File: config.mk
export PLATFORM = sky130hd
export DESIGN_NAME = fpx_status_update
export DESIGN_NICKNAME = d
export VERILOG_FILES = /design/src/rtl/fpx_pkg.sv /design/src/rtl/fpx_exc_resolve.sv /design/src/rtl/fpx_cond_map.sv /design/src/rtl/fpx_ctrl_decode.sv /design/src/rtl/fpx_status_update.sv
export SDC_FILE = /design/constraint.sdc
export NUM_CORES = 1
export LEC_CHECK = 0
export ABC_AREA = 1
export BUFFER_PORTS_ARGS = -buffer_cell sky130_fd_sc_hd__buf_2
export CORE_ASPECT_RATIO = 1.5
export CORE_MARGIN = 2
export CORE_UTILIZATION = 40
export DETAILED_ROUTE_END_ITERATION = 10
export PLACE_DENSITY = 0.86
export SETUP_SLACK_MARGIN = 0.05
export SLEW_MARGIN = 25
export SYNTH_ARGS = -nofsm -noshare
export SYNTH_HDL_FRONTEND = slang
export SYNTH_SLANG_ARGS = --single-unit
export TNS_END_PERCENT = 10
File: constraint.sdc
create_clock -name clk -period 0.95 [get_ports clk]
set_input_delay 0.0475 -clock clk [delete_from_list [all_inputs] [get_ports clk]]
set_output_delay 0.0475 -clock clk [all_outputs]
set_load 0.03 [all_outputs]
File: src/rtl/fpx_pkg.sv
package fpx_pkg;
   localparam int SW_W    = 16;
   localparam int CW_W    = 16;
   localparam int EXC_W   = 6;
   localparam int RAISE_W = 8;

   localparam int B_IE   = 0;
   localparam int B_DE   = 1;
   localparam int B_ZE   = 2;
   localparam int B_OE   = 3;
   localparam int B_UE   = 4;
   localparam int B_PE   = 5;
   localparam int B_SF   = 6;
   localparam int B_ES   = 7;
   localparam int B_C0   = 8;
   localparam int B_C1   = 9;
   localparam int B_C2   = 10;
   localparam int B_C3   = 14;
   localparam int B_BUSY = 15;
   localparam int R_HINT = 7;

   localparam int CW_PC_LO = 8;
   localparam int CW_RC_LO = 10;

   typedef enum logic [1:0] {
      REL_GT = 2'b00,
      REL_LT = 2'b01,
      REL_EQ = 2'b10,
      REL_UN = 2'b11
   } rel_e;

   typedef enum logic [1:0] {
      PREC_SGL = 2'b00,
      PREC_DBL = 2'b01,
      PREC_EXT = 2'b10
   } prec_e;
endpackage

File: src/rtl/fpx_exc_resolve.sv
module fpx_exc_resolve
   import fpx_pkg::*;
#(
   parameter int SWW = SW_W,
   parameter int NEX = EXC_W,
   parameter int NRS = RAISE_W
) (
   input  logic [SWW-1:0] sw_old,
   input  logic [NRS-1:0] raised,
   input  logic [NEX-1:0] mask,
   input  logic           mem_dest,
   output logic [SWW-1:0] sw_new,
   output logic [NEX-1:0] trap,
   output logic           zdiv_req
);
   localparam logic [NEX-1:0] HARD_SET = NEX'((1 << B_IE) | (1 << B_ZE));
   localparam logic [NEX-1:0] DEN_ONLY = NEX'(1 << B_DE);
   localparam logic [NEX-1:0] OU_SET   = NEX'((1 << B_OE) | (1 << B_UE));

   logic [SWW-1:0] rmap;
   logic [NEX-1:0] unm;
   logic           hint;

   always_comb begin
      rmap = '0;
      for (int i = 0; i <= B_SF; i++) rmap[i] = raised[i];
      rmap[B_C1] = raised[R_HINT];
   end

   assign hint = raised[R_HINT];

   always_comb begin
      sw_new   = sw_old;
      trap     = '0;
      zdiv_req = 1'b0;
      unm      = raised[NEX-1:0] & ~mask;
      if (raised[B_IE] || raised[B_ZE]) unm = unm & HARD_SET;
      if (|unm) begin
         sw_new[B_ES]   = 1'b1;
         sw_new[B_BUSY] = 1'b1;
      end
      if (raised[B_IE]) begin
         sw_new = sw_new | rmap;
         if (raised[B_SF] && !hint) sw_new[B_C1] = 1'b0;
         trap = unm;
      end else if (raised[B_ZE]) begin
         sw_new[B_ZE] = 1'b1;
         zdiv_req     = unm[B_ZE];
         trap         = unm;
      end else if (raised[B_DE] && unm[B_DE]) begin
         sw_new[B_DE] = 1'b1;
         trap         = DEN_ONLY;
      end else begin
         sw_new = sw_new | rmap;
         if (raised[B_PE] && !hint) sw_new[B_C1] = 1'b0;
         unm[B_PE] = 1'b0;
         if ((unm & OU_SET) != '0) begin
            if (!mem_dest) begin
               unm = unm & ~OU_SET;
            end else begin
               sw_new[B_C1] = 1'b0;
               if (!sw_old[B_PE]) sw_new[B_PE] = 1'b0;
            end
         end
         trap = unm;
      end
   end
endmodule

File: src/rtl/fpx_cond_map.sv
module fpx_cond_map
   import fpx_pkg::*;
#(
   parameter int SWW = SW_W
) (
   input  logic [SWW-1:0] sw_in,
   input  logic           apply,
   input  logic [1:0]     rel,
   output logic [SWW-1:0] sw_out
);
   logic c0, c2, c3;

   always_comb begin
      unique case (rel_e'(rel))
         REL_UN:  {c3, c2, c0} = 3'b111;
         REL_LT:  {c3, c2, c0} = 3'b001;
         REL_EQ:  {c3, c2, c0} = 3'b100;
         default: {c3, c2, c0} = 3'b000;
      endcase
   end

   always_comb begin
      sw_out = sw_in;
      if (apply) begin
         sw_out[B_C0] = c0;
         sw_out[B_C2] = c2;
         sw_out[B_C3] = c3;
      end
   end
endmodule

File: src/rtl/fpx_ctrl_decode.sv
module fpx_ctrl_decode
   import fpx_pkg::*;
#(
   parameter int CWW             = CW_W,
   parameter bit RESERVED_AS_EXT = 1'b1
) (
   input  logic [CWW-1:0] cw,
   output logic [1:0]     prec_sel,
   output logic [1:0]     round_mode
);
   logic [1:0] pc;
   assign pc         = cw[CW_PC_LO +: 2];
   assign round_mode = cw[CW_RC_LO +: 2];

   generate
      if (RESERVED_AS_EXT) begin : g_rsv_ext
         always_comb begin
            unique case (pc)
               2'b00:   prec_sel = PREC_SGL;
               2'b10:   prec_sel = PREC_DBL;
               default: prec_sel = PREC_EXT;
            endcase
         end
      end else begin : g_rsv_dbl
         always_comb begin
            unique case (pc)
               2'b00:   prec_sel = PREC_SGL;
               2'b11:   prec_sel = PREC_EXT;
               default: prec_sel = PREC_DBL;
            endcase
         end
      end
   endgenerate
endmodule

File: src/rtl/fpx_status_update.sv
module fpx_status_update
   import fpx_pkg::*;
#(
   parameter bit GEN_IRQ         = 1'b1,
   parameter bit RESERVED_AS_EXT = 1'b1
) (
   input  logic              clk,
   input  logic              rst_n,
   input  logic              op_valid,
   input  logic [RAISE_W-1:0] exc_raised,
   input  logic [CW_W-1:0]   ctrl_word,
   input  logic              mem_dest,
   input  logic              cmp_valid,
   input  logic [1:0]        cmp_rel,
   output logic [SW_W-1:0]   status_word,
   output logic [EXC_W-1:0]  trap_set,
   output logic              irq_req,
   output logic [1:0]        prec_sel,
   output logic [1:0]        round_mode
);
   generate
      if (SW_W != 16 || B_BUSY >= SW_W) begin : g_bad_sw
         $error("status word layout does not fit");
      end
      if (EXC_W > RAISE_W || EXC_W > CW_W) begin : g_bad_exc
         $error("exception width inconsistent");
      end
   endgenerate

   logic [SW_W-1:0]  sw_q, sw_exc, sw_sel, sw_next;
   logic [EXC_W-1:0] trap_c, trap_q;
   logic             zdiv_c, irq_q;

   fpx_exc_resolve #(.SWW(SW_W), .NEX(EXC_W), .NRS(RAISE_W)) u_resolve (
      .sw_old  (sw_q),
      .raised  (exc_raised),
      .mask    (ctrl_word[EXC_W-1:0]),
      .mem_dest(mem_dest),
      .sw_new  (sw_exc),
      .trap    (trap_c),
      .zdiv_req(zdiv_c)
   );

   assign sw_sel = op_valid ? sw_exc : sw_q;

   fpx_cond_map #(.SWW(SW_W)) u_cond (
      .sw_in (sw_sel),
      .apply (cmp_valid),
      .rel   (cmp_rel),
      .sw_out(sw_next)
   );

   fpx_ctrl_decode #(.CWW(CW_W), .RESERVED_AS_EXT(RESERVED_AS_EXT)) u_dec (
      .cw        (ctrl_word),
      .prec_sel  (prec_sel),
      .round_mode(round_mode)
   );

   always_ff @(posedge clk or negedge rst_n) begin
      if (!rst_n) begin
         sw_q   <= '0;
         trap_q <= '0;
      end else begin
         sw_q   <= sw_next;
         trap_q <= op_valid ? trap_c : '0;
      end
   end

   generate
      if (GEN_IRQ) begin : g_irq
         always_ff @(posedge clk or negedge rst_n) begin
            if (!rst_n) irq_q <= 1'b0;
            else        irq_q <= op_valid & zdiv_c;
         end
      end else begin : g_no_irq
         assign irq_q = 1'b0;
      end
   endgenerate

   assign status_word = sw_q;
   assign trap_set    = trap_q;
   assign irq_req     = irq_q;
endmodule

==> flow_summary.ini <==
[cts]
path_clk_slew_ns = 0.11
root_buffer = clkbuf_4
worst_skew_pair.late_latency_ns = 0.30
cts_buffers = 3
cts.htree.levels = 1
clk_path_buf_depth = 2
cts_tree = built
cts.sinks = 20

[logic_synthesis]
syn_inst = 96
synth-edff-count = 0
netlist.area_leader.share = 0.5731
ys_seq_elements = 20
ys_seq_area_frac = 0.5731
ys.flop_type = dfrtp_1
ys_types = 19
async_reset_ff_frac = 1.000
synth_top_cell_by_area = dfrtp_1
ys_top_cells_by_count = dfrtp_1, nand2_1, inv_1, nor2_1, nand3_1
synth.area.top_cells = dfrtp_1, nand2_1, inv_1, buf_4, nand3_1
yosysWarnings = 0
synth_area_per_cell_um2 = 9.097
netlist_area_um2 = 873.3

[drt]
drc = 0
wl_per_cell_um = 12.51
antenna_left = 0
drtIter0Drc = 15
vias = 822
routed_via_density = 4.724
routed_wl_mm = 2.176
dr.pass1.iters = 4

[sta]
period_needed_ns = 0.9265
hold_violations = 0
timing.fmax_mhz = 1079
grt_setup_unrepaired = true
setup_violations = 0
finalCritPeriodShare = 0.9753
slew_violations = 0
skew_ns = 0

[floorplanning]
ioPinCount = 58
core_mm2 = 0.002052
dieArea_mm2 = 0.002581
initial_core_util = 0.4256
die_h_um = 61.23
die_w_um = 42.15
fp-row-count = 20

[critical_path]
critPathRequiredTime_ns = 0.90
cp_top_family = flip-flops
critPathSlowestCell = dfrtp_1
rr_worst_depth = 4
critPathLaunchType = register
path_cells = buf_2
worst-path-buf-inv = 1
crit_type = reg -> out
arrival_ns = 0.88
end_kind = primary output
cp.depth = 1
crit_fanout = 2
cpPeakStageDelay_ns = 0.40

[outcome]
outcome = finished clean

[layout]
antennaDiodeCount = 0
nets = 184
fillerInstances = 166
area_delta_synth_final_pct = 50.57
final_core_util = 0.6409
fin_cells = 174
drive_gt1_frac = 0.3816

[power_and_ir_drop]
p_leak_nw = 0.7265
ir_drop_mv = 0.6990
pwr_density_cell_mw_per_mm2 = 1313
p_total_mw = 1.727

[global_routing]
grt_pass1_vias = 789
grt_pass1_wl_mm = 3.132
grt_max_degree = 21
grt-ovfl-total = 0
antenna_found_initial = 0
grt_use_total = 0.1631

[placement]
dp_hpwl_mm = 1.524
gp_congestion = 0.7906
place_inst = 160
portBuffers = 44

[min_path]
holdPathStages = 3
hold_path.class = in -> reg

[flow_run]
drv_cap = 0
==> state kept, by name, indices dropped and copies added, names as in the netlist <==
| signal | cells |
|---|---|
| status_word | 13 |
| trap_set | 6 |
| irq_req | 1 |
==> layout make-up <==
type	count	area, um^2	share of cell area
timing repair buffer	55	405.4	0.3083
tap	22	27.53	0.02093
clock buffer	4	36.28	0.02759
inverter	18	67.56	0.05138
sequential	20	500.5	0.3806
multi-input combinational	55	277.8	0.2112
==> worst min-delay path: stages <==
cell     delay (ns)
buf_2          0.12
nand2_2        0.07
nand2_1        0.05
==> logic make-up after synthesis <==
family                 after synthesis  share of synthesized area
AND/OR/NAND/NOR                     42                     0.2163
buffers and inverters               24                     0.1246
multiplexers                         2                    0.02579
AO/OA/AOI/OAI                        7                    0.05588
flip-flops                          20                     0.5731
other                                1                   0.004294
==> what timing repair did <==
action | 4_1_cts | 5_1_grt
endpoints found under the hold margin | 27 | 2
pin swaps | 0 | 2
setup buffers | 0 | 2
hold buffers | 7 | 2
cloned | 0 | 0
gates resized for setup | 4 | 31
endpoints found under the setup margin | 18 | 22
==> layer usage <==
layer / track usage / up-vias / wire length [um]
met5: 0 / - / 0
met4: 0.06696 / 0 / 17
met3: 0.04399 / 2 / 176
met2: 0.3170 / 46 / 1185
met1: 0.1657 / 378 / 797
li1: - / 396 / -
==> report_power, final <==
part	total, mW	switching [mW]	internal, mW	leakage, nW
logic	0.344	0.205	0.139	0.484
registers	0.896	0.0183	0.878	0.221
clock network	0.488	0.254	0.234	0.0210
total	1.73	0.477	1.25	0.726
==> path summary, 6_finish.rpt <==
path                                      start         endpoint  slack (ns)
max in group asynchronous                 rst_n   status_word[2]        0.42
worst max register to register   status_word[9]   status_word[9]        0.16
worst min-delay path                   op_valid  status_word[15]        0.01
min in group asynchronous                 rst_n      trap_set[5]        0.22
worst min register to register   status_word[5]   status_word[5]        0.47
worst max-delay path            status_word[10]  status_word[10]        0.02
==> through the flow <==
stage | setup TNS [ns] | cell area [um^2] | setup WS (ns) | hold slack, ns
after global placement | 0 | 1099 | 0.04402 | 0.006224
final | 0 | 1315 | 0.02347 | 0.01191
after detailed placement | 0 | 1099 | 0.03512 | 0.01260
after floorplan | 0 | 884.6 | 0.06900 | -0.2481
after CTS | 0 | 1216 | 0.02215 | 0.0002430
after global routing | -0.04574 | 1315 | -0.02188 | 0.01313
==> placed cells by master (no fill, tap or decap) <==
master / Yosys / routed
a21o_1: 3 / 3
a31o_2: 1 / 1
buf_2: 0 / 31
buf_4: 5 / 3
buf_6: 0 / 12
clkbuf_4: 0 / 3
clkbuf_8: 0 / 1
conb_1: 1 / 4
dfrtp_1: 20 / 20
dlygate4sd3_1: 0 / 8
dlymetal6s4s_1: 0 / 1
inv_1: 18 / 18
mux2_2: 2 / 2
nand2_1: 20 / 19
nand2_2: 2 / 3
nand3_1: 6 / 6
nor2_1: 8 / 8
nor2_2: 1 / 1
nor2_4: 1 / 1
nor3_1: 1 / 1
nor4_1: 2 / 2
o21ai_0: 2 / 2
o21bai_1: 1 / 1
or2_1: 1 / 1
Power figures use the tool's default switching activity.
